[config.mk]
export PLATFORM = sky130hd
export DESIGN_NAME = sercfg_host
export DESIGN_NICKNAME = d
export VERILOG_FILES = /design/src/rtl/sercfg_pkg.sv /design/src/rtl/sercfg_timer.sv /design/src/rtl/sercfg_txshift.sv /design/src/rtl/sercfg_rxcap.sv /design/src/rtl/sercfg_host.sv
export SDC_FILE = /design/constraint.sdc
export NUM_CORES = 1
export LEC_CHECK = 0
export ABC_AREA = 1
export ABC_CLOCK_PERIOD_IN_PS = 1560
export BUFFER_PORTS_ARGS = -buffer_cell sky130_fd_sc_hd__buf_2
export CAP_MARGIN = 20
export CELL_PAD_IN_SITES_DETAIL_PLACEMENT = 0
export CELL_PAD_IN_SITES_GLOBAL_PLACEMENT = 1
export CORE_MARGIN = 3
export CORE_UTILIZATION = 35
export CTS_CLUSTER_DIAMETER = 150
export DETAILED_ROUTE_END_ITERATION = 8
export PLACE_DENSITY_LB_ADDON = 0.05
export SLEW_MARGIN = 10
export SYNTH_ARGS = -nofsm -noshare
export SYNTH_HDL_FRONTEND = slang
export SYNTH_SLANG_ARGS = --single-unit
[constraint.sdc]
create_clock -name clk -period 1.56 [get_ports clk]
set_input_delay 0.156 -clock clk [delete_from_list [all_inputs] [get_ports clk]]
set_output_delay 0.156 -clock clk [all_outputs]
set_load 0.005 [all_outputs]
[src/rtl/sercfg_pkg.sv]
package sercfg_pkg;

   typedef enum logic [3:0] {
      ST_IDLE,
      ST_SEL,
      ST_BIT_LO,
      ST_BIT_HI,
      ST_GAP,
      ST_LD_SET,
      ST_LD_HI,
      ST_LD_END,
      ST_RD_LO,
      ST_RD_HI,
      ST_RD_POST,
      ST_DONE
   } seq_state_t;

   localparam int unsigned MAX_PHASE_UNITS = 3;

   // length of each timed phase, in timing units
   function automatic logic [1:0] phase_units(seq_state_t s);
      case (s)
         ST_LD_SET:  phase_units = 2'd2;
         ST_LD_HI:   phase_units = 2'd3;
         ST_LD_END:  phase_units = 2'd2;
         ST_RD_HI:   phase_units = 2'd2;
         default:    phase_units = 2'd1;
      endcase
   endfunction

endpackage

[src/rtl/sercfg_timer.sv]
module sercfg_timer #(
   parameter int unsigned UNIT_CLKS = 2,
   parameter int unsigned MAX_UNITS = 3
) (
   input  logic       clk,
   input  logic       rst_n,
   input  logic       load,
   input  logic [1:0] units,
   output logic       zero
);
   localparam int unsigned CW = $clog2(MAX_UNITS * UNIT_CLKS + 1);

   logic [CW-1:0] cnt;

   always_ff @(posedge clk or negedge rst_n) begin
      if (!rst_n) begin
         cnt <= '0;
      end else if (load) begin
         cnt <= CW'(int'(units) * UNIT_CLKS - 1);
      end else if (cnt != '0) begin
         cnt <= cnt - 1'b1;
      end
   end

   assign zero = (cnt == '0);

endmodule

[src/rtl/sercfg_txshift.sv]
module sercfg_txshift #(
   parameter int unsigned AW = 12,
   parameter int unsigned DW = 32
) (
   input  logic          clk,
   input  logic          rst_n,
   input  logic          load,
   input  logic [AW-1:0] addr,
   input  logic [DW-1:0] wdata,
   input  logic          shift,
   output logic          msb
);
   localparam int unsigned SW = AW + DW;

   logic [SW-1:0] sr;

   always_ff @(posedge clk or negedge rst_n) begin
      if (!rst_n) begin
         sr <= '0;
      end else if (load) begin
         sr <= {addr, wdata};
      end else if (shift) begin
         sr <= {sr[SW-2:0], 1'b0};
      end
   end

   assign msb = sr[SW-1];

endmodule

[src/rtl/sercfg_rxcap.sv]
module sercfg_rxcap #(
   parameter int unsigned DW        = 32,
   parameter bit          LSB_FIRST = 1'b1
) (
   input  logic          clk,
   input  logic          rst_n,
   input  logic          sample,
   input  logic          din,
   output logic [DW-1:0] word
);
   generate
      if (LSB_FIRST) begin : g_lsb_first
         always_ff @(posedge clk or negedge rst_n) begin
            if (!rst_n)      word <= '0;
            else if (sample) word <= {din, word[DW-1:1]};
         end
      end else begin : g_msb_first
         always_ff @(posedge clk or negedge rst_n) begin
            if (!rst_n)      word <= '0;
            else if (sample) word <= {word[DW-2:0], din};
         end
      end
   endgenerate

endmodule

[src/rtl/sercfg_host.sv]
module sercfg_host
   import sercfg_pkg::*;
#(
   parameter int unsigned UNIT_CLKS = 2,
   parameter int unsigned AW        = 12,
   parameter int unsigned DW        = 32,
   parameter bit          LSB_FIRST = 1'b1
) (
   input  logic          clk,
   input  logic          rst_n,
   input  logic          req_start,
   input  logic          req_write,
   input  logic [AW-1:0] req_addr,
   input  logic [DW-1:0] req_wdata,
   output logic          rsp_done,
   output logic [DW-1:0] rsp_rdata,
   output logic          sc_clk,
   output logic          sc_dout,
   output logic          sc_sel,
   output logic          sc_load,
   input  logic          sc_din
);
   localparam int unsigned BCW = $clog2(AW + DW + 1);

   generate
      if (UNIT_CLKS < 1) begin : g_bad_unit
         $error("UNIT_CLKS must be at least 1");
      end
      if (AW < 1) begin : g_bad_aw
         $error("AW must be at least 1");
      end
      if (DW < 2) begin : g_bad_dw
         $error("DW must be at least 2");
      end
   endgenerate

   seq_state_t     state, nxt;
   logic           wr_q;
   logic [BCW-1:0] bits_left;
   logic           tmr_zero, step, start_acc, tx_msb;

   assign start_acc = (state == ST_IDLE) && req_start;

   always_comb begin
      case (state)
         ST_IDLE:    step = req_start;
         ST_DONE:    step = 1'b1;
         default:    step = tmr_zero;
      endcase
   end

   always_comb begin
      nxt = state;
      case (state)
         ST_IDLE:    nxt = req_write ? ST_SEL : ST_BIT_LO;
         ST_SEL:     nxt = ST_BIT_LO;
         ST_BIT_LO:  nxt = ST_BIT_HI;
         ST_BIT_HI:  nxt = (bits_left == BCW'(1)) ? ST_GAP : ST_BIT_LO;
         ST_GAP:     nxt = ST_LD_SET;
         ST_LD_SET:  nxt = ST_LD_HI;
         ST_LD_HI:   nxt = ST_LD_END;
         ST_LD_END:  nxt = wr_q ? ST_DONE : ST_RD_LO;
         ST_RD_LO:   nxt = ST_RD_HI;
         ST_RD_HI:   nxt = ST_RD_POST;
         ST_RD_POST: nxt = (bits_left == BCW'(1)) ? ST_DONE : ST_RD_LO;
         ST_DONE:    nxt = ST_IDLE;
         default:    nxt = ST_IDLE;
      endcase
   end

   always_ff @(posedge clk or negedge rst_n) begin
      if (!rst_n) begin
         state     <= ST_IDLE;
         wr_q      <= 1'b0;
         bits_left <= '0;
      end else begin
         if (step) state <= nxt;
         if (start_acc) begin
            wr_q      <= req_write;
            bits_left <= req_write ? BCW'(AW + DW) : BCW'(AW);
         end else if (step && (state == ST_LD_END)) begin
            bits_left <= BCW'(DW);
         end else if (step && ((state == ST_BIT_HI) || (state == ST_RD_POST))) begin
            bits_left <= bits_left - 1'b1;
         end
      end
   end

   sercfg_timer #(
      .UNIT_CLKS (UNIT_CLKS),
      .MAX_UNITS (MAX_PHASE_UNITS)
   ) u_timer (
      .clk   (clk),
      .rst_n (rst_n),
      .load  (step && (nxt != ST_IDLE) && (nxt != ST_DONE)),
      .units (phase_units(nxt)),
      .zero  (tmr_zero)
   );

   sercfg_txshift #(
      .AW (AW),
      .DW (DW)
   ) u_tx (
      .clk   (clk),
      .rst_n (rst_n),
      .load  (start_acc),
      .addr  (req_addr),
      .wdata (req_wdata),
      .shift (step && (state == ST_BIT_HI)),
      .msb   (tx_msb)
   );

   sercfg_rxcap #(
      .DW        (DW),
      .LSB_FIRST (LSB_FIRST)
   ) u_rx (
      .clk    (clk),
      .rst_n  (rst_n),
      .sample (step && (state == ST_RD_POST)),
      .din    (sc_din),
      .word   (rsp_rdata)
   );

   assign sc_clk   = (state == ST_BIT_HI) || (state == ST_LD_HI) || (state == ST_RD_HI);
   assign sc_load  = (state == ST_LD_SET) || (state == ST_LD_HI);
   assign sc_dout  = ((state == ST_BIT_LO) || (state == ST_BIT_HI)) && tx_msb;
   assign sc_sel   = wr_q && (state != ST_IDLE) && (state != ST_DONE);
   assign rsp_done = (state == ST_DONE);

endmodule

# == Word-level counts from Yosys, hierarchy flattened ==
# Cells that the tools add are included.
# totals
regBits,90
latch_bits,0
ram_bits,0
mem_bits_ro,0
input_bits,49
out_inout_bits,37
elab_cells,66
mem_count,0
# classes
add_sub_neg,3
n_mul,0
div_mod_pow,0
order_cmp,0
eq_ne,18
shift,0
mux,15
bitwise_logic,0
reduce_logical,24
# ops
operator,count
$mux W44,2
$pmux W4 S11,1
$eq A4 B3 Y1 const B,7
$mux W6,4
$eq A4 B4 Y1 const B,5
$logic_and A1 B1 Y1,10
$mux W3,3
$eq A4 B2 Y1 const B,2
$ne A4 B4 Y1 const B,2
$reduce_bool A4 Y1,2
$eq A6 B1 Y1 const B,1
$mux W2,3
$reduce_bool A3 Y1,2
$sub A3 B1 Y3 const B,2
$sub A6 B1 Y6 const B,1
$logic_or A1 B1 Y1,5
$eq A4 B1 Y1 const B,1
$logic_not A4 Y1,1
$pmux W2 S2,1
$reduce_bool A2 Y1,2
$logic_not A3 Y1,1
$reduce_or A3 Y1,1
$pmux W1 S2,1

# == Longest topological paths before layout ==
# Gate-level depths: netlist of the first run.
# depth
depth_word,8
mapped_depth,12
mapped_depth_nobuf,12

# == Modules after synthesis ==
# Synthesis of the first run repeated with hierarchy kept, for this count alone.
# hier_totals
hier_cells,541
hier_area_um2,4435.5
# modules_own_cells
mod,n_inst,cells_each,area_each_um2,seq_area_each_um2
sercfg_txshift,1,239,2018.2,1101.1
sercfg_rxcap,1,136,1295.0,800.8
sercfg_host,1,136,917.1,275.3
sercfg_timer,1,30,205.2,75.1

# == Worst setup path after synthesis of the first run ==
# No wires, ideal clock.
# synth_timing
kind,register to register
from,register u_timer.cnt[0]
to,register u_rx.word[10]
setup_ps,117
t_arrival_ps,1561
t_required_ps,1443
setup_slack_ps,-118
stages_incl_launch_ff,13
n_path_buf,1
synth_period_minus_slack_ps,1678
path_cell_list,dfrtp_1 inv_1 ha_1 inv_1 nor2_1 inv_1 nand3_1 nand2_2 nor2_4 inv_2 buf_2 nand2_1 nand2_1
# synth_via
elab_chain_len,3
# synth_rtl
element,line_no,source
start: declaration,sercfg_timer.sv:13,logic [CW-1:0] cnt;
start signal: assignment,sercfg_timer.sv:19,cnt <= CW'(int'(units) * UNIT_CLKS - 1);
start signal: assignment,sercfg_timer.sv:21,cnt <= cnt - 1'b1;
$logic_not A3 Y1,sercfg_timer.sv:25,assign zero = (cnt == '0);
$pmux W1 S2,sercfg_host.sv:45,case (state)
$logic_and A1 B1 Y1,sercfg_host.sv:119,".sample (step && (state == ST_RD_POST)),"
end signal: assignment,sercfg_rxcap.sv:15,"else if (sample) word <= {din, word[DW-1:1]};"
end: declaration,sercfg_rxcap.sv:9,output logic [DW-1:0] word
# No other way between the ends.
# A chain may end at the register's enable or synchronous reset.

# == Worst setup path after layout of the first run ==
# layout_timing
from,register u_timer.cnt[1]
to,register u_timer.cnt[2]
# layout_via
elab_chain_len,5
elab_cells_between_ends,9
classes_between,add/sub (1); mux (3); reduce/logical (5)
# layout_rtl
element
"parallel branches: the longest is 5 deep, another holds $sub A3 B1 Y3"
# Several ways; the timed one is not identified. The select of a mux whose other input is x is not followed.

==> results of run 1 <==
-- cell families after synthesis --
kind of cell	share of synthesized area (%)
AOI/OAI and AO/OA	9.92
xor gates and xnor gates	1.03
adders and majority gates	1.18
buffers and inverters	5.82
DFF	53.1
and+or+nand+nor	28.9
-- stage by stage --
step                      hold WS (ns)  instances  setup TNS (ns)  instance area [um2]
after floorplan                 -0.140        531         -0.0494                 4260
after global placement           0.109        803          -11.92                 5380
after detailed placement         0.108        803          -13.41                 5380
after CTS                      0.00216        840           -8.48                 6100
after global routing            0.0238        855          -21.80                 6620
final                           0.0162        855          -12.62                 6620
-- final timing paths --
kind	end	cells past startpoint
setup / recovery	u_timer.cnt[2]$_DFFE_PN0P_	13
hold / removal	u_rx.word[31]$_DFFE_PN0P_	3
setup reg to reg	u_timer.cnt[2]$_DFFE_PN0P_	13
hold reg to reg	u_rx.word[28]$_DFFE_PN0P_	2
max in group asynchronous	u_tx.sr[24]$_DFFE_PN0P_	3
min in group asynchronous	state[2]$_DFFE_PN0N_	2
-- registers in the layout (all words and copies together), names as in the netlist --
name	flops
wr_q	1
u_tx.sr	44
u_rx.word	32
state	4
u_timer.cnt	3
bits_left	6
-- power by group through the flow --
stage | Combinational [W] | Sequential (W) | Clock (W)
after global placement | 0.00428 | 0.00365 | 0
after floorplan | 0.00258 | 0.00357 | 0
after global routing | 0.00671 | 0.00381 | 0.00250
final | 0.00605 | 0.00369 | 0.00234
after CTS | 0.00517 | 0.00366 | 0.00241
after detailed placement | 0.00433 | 0.00365 | 0
-- repair_timing --
action | 4_1_cts | 5_1_grt
setup endpoints to repair | 91 | 93
buffers inserted | 20 | 14
hold buffers | 1 | 0
gates resized for setup | 74 | 88
pin swaps | 12 | 32
hold endpoints to repair | 23 | 0
gates cloned | 1 | 6
-- cell type report --
type                       instances  area (um2)
fill                            1069        5000
sequential                        90        2260
multi-input combinational        389        2150
timing repair buffer             190        1590
clock buffer                      10         229
tap                              143         179
inverter                          27         121
clock inverter                     6        88.8
-- routing by layer --
metal	track usage (%)	vias up	wire [um]
met5	0	-	0
met4	6.19	0	205
met3	3.50	17	485
met2	28.1	79	5700
met1	22.3	1941	5200
li1	-	2061	-
-- tightest hold or removal path, stage by stage --
cell,delay (ns)
buf_2,0.07
nand2_1,0.05
nand2_2,0.04
-- cell usage in the layout, fill, tap and decap left out, types with 2 or more instances in the layout --
master        n
nand2_4      17
o21ai_1       6
ha_1          2
nor2_4       12
clkbuf_16    15
o21ai_2       3
ha_4          2
buf_4        63
buf_6        23
nand3_1       7
nor2_2        6
nand4_1       2
nand2_1     170
inv_4         4
inv_2        11
buf_12       12
bufinv_16     2
xor2_1        3
dfrtp_1      86
a21oi_1       7
nor2_1       55
o21ai_4       2
clkinvlp_4    2
nand2_2      31
buf_2        83
dfrtp_2       4
inv_1        10
nand3_2       4
inv_6         2
o21ai_0       4
a31oi_1      44
nand3_4       3
==> flow_summary.ini, run 1 <==
[status]
status = finished, violations left
violations = negative setup slack

[finish]
fin_nets = 760
final_util_pct = 57.0
antenna_cells = 0
drive_above_1_share_pct = 43.5
area.growth.synth_to_final_pct = 56.1

[sta]
period_share_pct = 114
fin_ws_ns = -0.219
fin_crit_ns = 1.78
rsz0062_at_grt = true
tightestPinTransition_ns = 0.395
slew-limit-headroom_pct = 73.6
fin_skew_ns = 0.00505
slew_viol_final = 0
setup_viol = 91
clock.fmax_ghz = 0.562
hold_violations = 0

[logic_synthesis]
synth_top_area_share_pct = 53.1
yosysMostFrequentCell = nand2_1
syn_area_mm2 = 0.00424
syn_avg_cell_area_um2 = 7.98
ys.flop_type = dfrtp_1
synth_common_cells = nand2_1, dfrtp_1, nor2_1
synthTopCellsByArea = dfrtp_1, nand2_1, a31oi_1
synth_top_area_cell = dfrtp_1
synth_enable_flop_cells = 0
ys_warn_count = 0
async_reset_ff_share_pct = 100
ys_seq_elements = 90
syn_nets = 584
synth-seq-area-share_pct = 53.1
ys_types = 29
syn_inst = 531

[floorplanning]
die-area_mm2 = 0.0135
die_h_um = 116
coreArea_mm2 = 0.0116
die_x_um = 116
io_pins = 86
initial_core_util_pct = 36.5
row_count = 39

[run]
drv_cap = 0

[place]
place_ws_ns = -0.206
gp_congestion = 0.886
dp_hpwl_mm = 7.61
portBuffers = 85

[grt]
grt_antenna_before_repair = 0
grt_overflow = 0
grt_max_degree = 36
grt_pass1_vias = 3800
grt_first_pass_wirelength_mm = 18.2
groute.usage.overall_pct = 17.1

[power_and_ir_drop]
switching_share_pct = 36.6
switchingPower_w = 0.00442
internal_power_w = 0.00766
p_seq_share_pct = 30.6
leakagePower_nw = 3.36
ir_drop_uv = 682
power_density_mw_per_mm2 = 1830
power.share.combinational_pct = 50.1
power.total_w = 0.0121
pwr-share-clk_pct = 19.3

[setup_path]
crit_family = simple AND/OR/NAND/NOR gates
crit_fanout = 5
worstSetupPathType = register to register
cp_slowest_cell = dfrtp_1
max_stage_delay_ns = 0.40
r2r_start = u_timer.cnt[1]$_DFFE_PN0P_
crit_top_cell = inv_2
crit_path_end_kind = register
crit_buf_inv = 5
critPathRequiredTime_ns = 1.79
rrSetupSlack_ns = -0.22
critPathLaunch = u_timer.cnt[1]$_DFFE_PN0P_
cp-start-kind = register
crit_chain = inv_2 -> ha_4 -> inv_2 -> nor2_4 -> inv_2 -> nand3_2 -> nand2_4 -> buf_4 -> buf_6 -> nor2_4 -> nand2_4 -> nand2_1 -> a21oi_1
worstPathArrival_ns = 2.01

[clocking]
clockBufferDepth = 2
cts_buffers = 9
cts_tree = built
cts.reportedPaths.clkPinSlew_ns = 0.07
clock_sinks = 90
clk_latency_ns = 0.34
htreeDepth = 3
root_buffer = clkbuf_16

[hold_path]
min_from = sc_din
hp-class = input pin to register

[routing]
drt_first_pass_iters = 4
initialDrtViolationCount = 248
drtAntennaViolNets = 0
vias_per_cell = 4.79
wl_mm = 11.6
routedWlPerCell_um = 13.6
vias = 4098
drc_errors = 0
No activity file was read; power rests on OpenSTA's default activity.
==> run 2: changes to the inputs <==
Settings changed: ABC_AREA 1 to unset, CORE_UTILIZATION 35 to 39, REMOVE_ABC_BUFFERS set to 1.
==> flow_summary.ini, run 2 <==
[floorplanning]
die-area_mm2 = 0.0125
initial_core_util_pct = 40.2
die_h_um = 112
die_x_um = 112
coreArea_mm2 = 0.0109
row_count = 38
io_pins = 86

[setup_path]
max_stage_delay_ns = 0.45
worstSetupPathType = register to register
r2r.worst_path.cells = 5
crit_fanout = 7
cp-start-kind = register
rrSetupSlack_ns = -0.24
critPathRequiredTime_ns = 1.81
crit_path_end_kind = register
crit_chain = buf_12 -> or3_4 -> nor2_4 -> o32a_1 -> mux2_4
worstPathArrival_ns = 2.06
r2r_start = state[0]$_DFFE_PN0N_
cp_slowest_cell = dfrtp_2
r2r-end = u_timer.cnt[1]$_DFFE_PN0P_

[logic_synthesis]
yosysMostFrequentCell = dfrtp_1
synth_top_area_cell = dfrtp_1
syn_avg_cell_area_um2 = 10.9
syn_area_mm2 = 0.00438
syn_inst = 402
ys.flop_type = dfrtp_1
ys_warn_count = 0
synth_top_area_share_pct = 51.4
async_reset_ff_share_pct = 100
ys_types = 53
synth_common_cells = dfrtp_1, nand2_1, mux2i_1
ys_seq_elements = 90
synth-seq-area-share_pct = 51.4
synth_enable_flop_cells = 0
synthTopCellsByArea = dfrtp_1, mux2i_1, mux2_2

[clocking]
cts_buffers = 9
root_buffer = clkbuf_8
htreeDepth = 3
cts_tree = built
clock_sinks = 90
clk_latency_ns = 0.36
clockBufferDepth = 2
cts.reportedPaths.clkPinSlew_ns = 0.09

[power_and_ir_drop]
internal_power_w = 0.00623
switching_share_pct = 34.7
power.total_w = 0.00954
leakagePower_nw = 3.48
ir_drop_uv = 787
p_seq_share_pct = 38.2
power_density_mw_per_mm2 = 1380
switchingPower_w = 0.00331
pwr-share-clk_pct = 15.1
power.share.combinational_pct = 46.6

[run]
drv_cap = 0

[finish]
drive_above_1_share_pct = 46.8
finalNonFillerCells = 747
largestRegisters = u_tx.sr: 44 flops, u_rx.word: 32 flops, bits_left: 6 flops
final_cell_mix = dfrtp_1, buf_2, nand2_1, buf_4, o21ai_1
antenna_cells = 0
area.growth.synth_to_final_pct = 58.3
largest_reg_flops = 44
fin_area_mm2 = 0.00693
regMostFlops = u_tx.sr
fin_nets = 655
final_common_cell = dfrtp_1

[grt]
groute.usage.overall_pct = 19.3
grt_antenna_before_repair = 0
grt_overflow = 0
grt_max_degree = 43
grt_pass1_vias = 3787
grt_first_pass_wirelength_mm = 19.4

[sta]
setup_viol = 94
slew-limit-headroom_pct = 70.3
slew_viol_final = 0
holdWs_ns = 0.0110
rsz0062_at_grt = true
hold_violations = 0
period_share_pct = 116
fin_skew_ns = 0.00848
fin_ws_ns = -0.245
fin_crit_ns = 1.80
tightestPinTransition_ns = 0.445
clock.fmax_ghz = 0.554

[routing]
vias_per_cell = 5.01
drc_errors = 0
initialDrtViolationCount = 170
drt_first_pass_iters = 4
wl_mm = 12.6
vias = 3745
routedWlPerCell_um = 16.9
drtAntennaViolNets = 0

[place]
placed_cell_area_mm2 = 0.00536
dp_hpwl_mm = 6.90
place_ws_ns = -0.377
portBuffers = 85
dp.cells = 660
gp_congestion = 0.822

[status]
status = finished, violations left
violations = negative setup slack

[hold_path]
hold_depth = 3
min_from = req_wdata[26]
hold_path_end = u_tx.sr[26]$_DFFE_PN0P_
hp-class = input pin to register
[run 2: cell count changes in the layout (fill, tap and decap cells not counted), sizes merged, moves of 4 or more]
cell         before  now
nand2           218   58
nor2             73   13
mux2i             0   45
a31oi            44    2
mux2              0   33
o21ai            15   48
dlygate4sd3       1   31
inv              27    8
nand3            14    4
nand2b            0    7
nor2b             0    6
buf             183  178
nor3              1    5
[run 2: area by class of cell]
| type | instances | area [um2] |
|---|---|---|
| flip-flops and latches | 90 | 2260 |
| clock buffers | 9 | 124 |
| inverters | 7 | 26.3 |
| well taps | 140 | 175 |
| clock inverters | 7 | 45.0 |
| multi-input cells | 278 | 2320 |
| repair buffers | 216 | 1990 |
| fillers | 919 | 3960 |
[run 2: stage by stage]
step,util [%],setup TNS (ns)
finish,63.7,-16.60
floorplan,-,-81.59
global placement,49.2,-24.91
detailed placement,49.2,-27.32
global route,63.7,-21.70
CTS,59.0,-16.17
[run 2: per-layer routing]
metal / GRT usage [%] / part of all wire, % / vias up
li1: - / - / 1824
met1: 26.7 / 47 / 1847
met2: 31.5 / 49 / 60
met3: 2.34 / 2.6 / 14
met4: 6.49 / 1.2 / 0
met5: 0 / 0 / -
[run 2: cell families (layout without fill, tap and decap cells)]
group,Yosys count,after routing,synth area share (%)
simple gates,117,117,13.3
mux,78,78,18.8
xor+xnor,3,3,0.600
buf+inv,34,239,4.57
compound gates,76,76,10.1
flops,90,90,51.4
fa+ha+maj,4,4,1.14
[run 2: how the worst max path moves through the flow]
stage | startpoint | to | slack [ns] | depth (start not counted)
floorplan | state[0]$_DFFE_PN0N_ | u_timer.cnt[1]$_DFFE_PN0P_ | -1.26 | 4
global placement | state[2]$_DFFE_PN0N_ | bits_left[3]$_DFFE_PN0P_ | -0.36 | 6
detailed placement | u_timer.cnt[0]$_DFFE_PN0P_ | u_tx.sr[37]$_DFFE_PN0P_ | -0.38 | 7
CTS | u_timer.cnt[1]$_DFFE_PN0P_ | u_tx.sr[24]$_DFFE_PN0P_ | -0.24 | 7
global route | u_timer.cnt[1]$_DFFE_PN0P_ | u_tx.sr[36]$_DFFE_PN0P_ | -0.29 | 7
finish | state[0]$_DFFE_PN0N_ | u_timer.cnt[1]$_DFFE_PN0P_ | -0.24 | 5
[run 2: power by group through the flow]
| stage | clock network (W) | logic [W] | registers [W] |
|---|---|---|---|
| floorplan | 0 | 0.00163 | 0.00362 |
| detailed placement | 0 | 0.00310 | 0.00363 |
| CTS | 0.00150 | 0.00375 | 0.00360 |
| finish | 0.00144 | 0.00445 | 0.00365 |
| global route | 0.00160 | 0.00487 | 0.00375 |
| global placement | 0 | 0.00305 | 0.00361 |
[run 2: timing repair]
| item | CTS | global route |
|---|---|---|
| setup buffers | 12 | 15 |
| gates cloned | 6 | 10 |
| endpoints found under the hold margin | 58 | 0 |
| pin swaps | 12 | 13 |
| resized for setup | 94 | 42 |
| endpoints found under the setup margin | 95 | 95 |
| hold buffers | 31 | 0 |
[run 2: critical path, delay by kind of cell, from the launching register on]
family                 cells  cell delay, ns
flip-flops                 1            0.45
multiplexers               1            0.31
AND/OR/NAND/NOR            2            0.53
AO/OA/AOI/OAI              1            0.24
buffers and inverters      1            0.16
==> run 3: changes to the inputs <==
Settings changed: SETUP_SLACK_MARGIN set to 0.3.
==> flow_summary.ini, run 3 (same netlist as run 2, synthesis figures left out) <==
[sta]
period_share_pct = 119
fin_crit_ns = 1.86
setup_viol = 94
hold_violations = 0
clock.fmax_ghz = 0.538
slew_viol_final = 0
fin_ws_ns = -0.299
rsz0062_at_grt = true
tns_ns = -18.95
slew-limit-headroom_pct = 70.0
fin_skew_ns = 0.00591
tightestPinTransition_ns = 0.449

[setup_path]
max_stage_delay_ns = 0.50
critPathLaunch = u_timer.cnt[1]$_DFFE_PN0P_
crit_chain = inv_2 -> ha_4 -> nand4b_4 -> or3_4 -> clkbuf_16 -> mux2i_1 -> o21ai_1
cp-start-kind = register
crit_fanout = 11
critPathRequiredTime_ns = 1.81
cp_slowest_cell = or3_4
crit_path_end_kind = register
r2r_start = u_timer.cnt[1]$_DFFE_PN0P_
worstPathArrival_ns = 2.11
rrSetupSlack_ns = -0.30
worstSetupPathType = register to register

[routing]
wl_mm = 12.5
routedWlPerCell_um = 16.7
drt_first_pass_iters = 4
vias_per_cell = 5.00
initialDrtViolationCount = 207
drc_errors = 0
vias = 3747
drtAntennaViolNets = 0

[clocking]
clock_sinks = 90
root_buffer = clkbuf_8
cts_buffers = 9
cts.reportedPaths.clkPinSlew_ns = 0.09
htreeDepth = 3
cts_tree = built
clockBufferDepth = 2
clk_latency_ns = 0.36

[finish]
final_cell_mix = dfrtp_1, buf_2, nand2_1
largestRegisters = u_tx.sr: 44 flops, u_rx.word: 32 flops, bits_left: 6 flops
antenna_cells = 0
drive_above_1_share_pct = 47.1
final_common_cell = dfrtp_1
largest_reg_flops = 44
regMostFlops = u_tx.sr
final_util_pct = 64.0
area.growth.synth_to_final_pct = 59.2
fin_nets = 657

[floorplanning]
initial_core_util_pct = 40.2
io_pins = 86
row_count = 38
coreArea_mm2 = 0.0109
die_x_um = 112
die-area_mm2 = 0.0125
die_h_um = 112

[grt]
grt_pass1_vias = 3847
grt_util_met1_pct = 27.2
grt_first_pass_wirelength_mm = 19.6
use_met2_pct = 31.6
groute.usage.overall_pct = 19.5
grt_max_degree = 43
grt.busiest_layer = met2
grt_antenna_before_repair = 0
use_met3_pct = 2.55
grt_overflow = 0

[place]
gp_congestion = 0.822
dp_hpwl_mm = 6.90
portBuffers = 85

[power_and_ir_drop]
switchingPower_w = 0.00334
pwr-share-clk_pct = 14.9
p_seq_share_pct = 37.7
ir_drop_uv = 794
internal_power_w = 0.00631
power_density_mw_per_mm2 = 1380
switching_share_pct = 34.6
leakagePower_nw = 3.51
power.share.combinational_pct = 47.4
power.total_w = 0.00965

[status]
violations = negative setup slack
status = finished, violations left

[hold_path]
min_from = req_wdata[26]
hp-class = input pin to register

[run]
drv_cap = 0
[run 3: cell types whose count changed in the layout (fill, tap and decap cells not counted), moves of 2 or more]
cell and delta:
buf_4 -2, buf_8 -4, buf_12 +2, buf_6 +9
clkbuf_16 -3
[run 3: worst paths after layout]
path,endpoint,cells past startpoint
setup / recovery,u_tx.sr[42]$_DFFE_PN0P_,7
hold / removal,u_tx.sr[26]$_DFFE_PN0P_,3
setup reg to reg,u_tx.sr[42]$_DFFE_PN0P_,7
hold reg to reg,u_tx.sr[0]$_DFFE_PN0P_,2
max in group asynchronous,bits_left[1]$_DFFE_PN0P_,3
min in group asynchronous,u_tx.sr[35]$_DFFE_PN0P_,2
[run 3: layer usage]
metal / vias up / wire (um)
met5: - / 0
met4: 0 / 203
met3: 19 / 340
met2: 66 / 6070
met1: 1830 / 5860
li1: 1832 / -
[run 3: power groups by stage]
stage                     Sequential, W  Combinational, W  Clock, W
final                           0.00364           0.00457   0.00144
after floorplan                 0.00362           0.00163         0
after detailed placement        0.00363           0.00310         0
after global placement          0.00361           0.00305         0
after global routing            0.00374           0.00498   0.00161
after CTS                       0.00361           0.00379   0.00150
[run 3: metrics by stage]
stage / std cells / area [um2] / hold slack [ns] / worst slack (ns)
floorplan: 375 / 4200 / -0.140 / -1.26
global placement: 660 / 5360 / 0.130 / -0.357
detailed placement: 660 / 5360 / 0.135 / -0.377
CTS: 728 / 6530 / 0.000497 / -0.238
global route: 749 / 6970 / 0.00476 / -0.390
finish: 749 / 6970 / 0.0120 / -0.299
[run 3: cell type report]
cell class,instances,area (um2)
Clock inverter,7,45.0
Fill cell,909,3920
Timing Repair Buffer,218,2000
Inverter,7,26.3
Sequential cell,90,2260
Tap cell,140,175
Clock buffer,9,124
Multi-Input combinational cell,278,2340
[run 3: what timing repair did]
item | CTS | global route
buffers inserted | 13 | 17
hold buffers | 31 | 0
pin swaps | 11 | 16
cloned | 8 | 4
gates resized for setup | 98 | 43
hold endpoints to repair | 58 | 0
setup endpoints to repair | 95 | 95
[run 3: worst max-delay path, delay by kind of cell (launching register included)]
kind	cells	cell delay (ns)
AOI/OAI and AO/OA	1	0.08
adders and majority gates	1	0.17
buffers and inverters	2	0.31
DFF	1	0.39
muxes	1	0.18
and+or+nand+nor	2	0.61
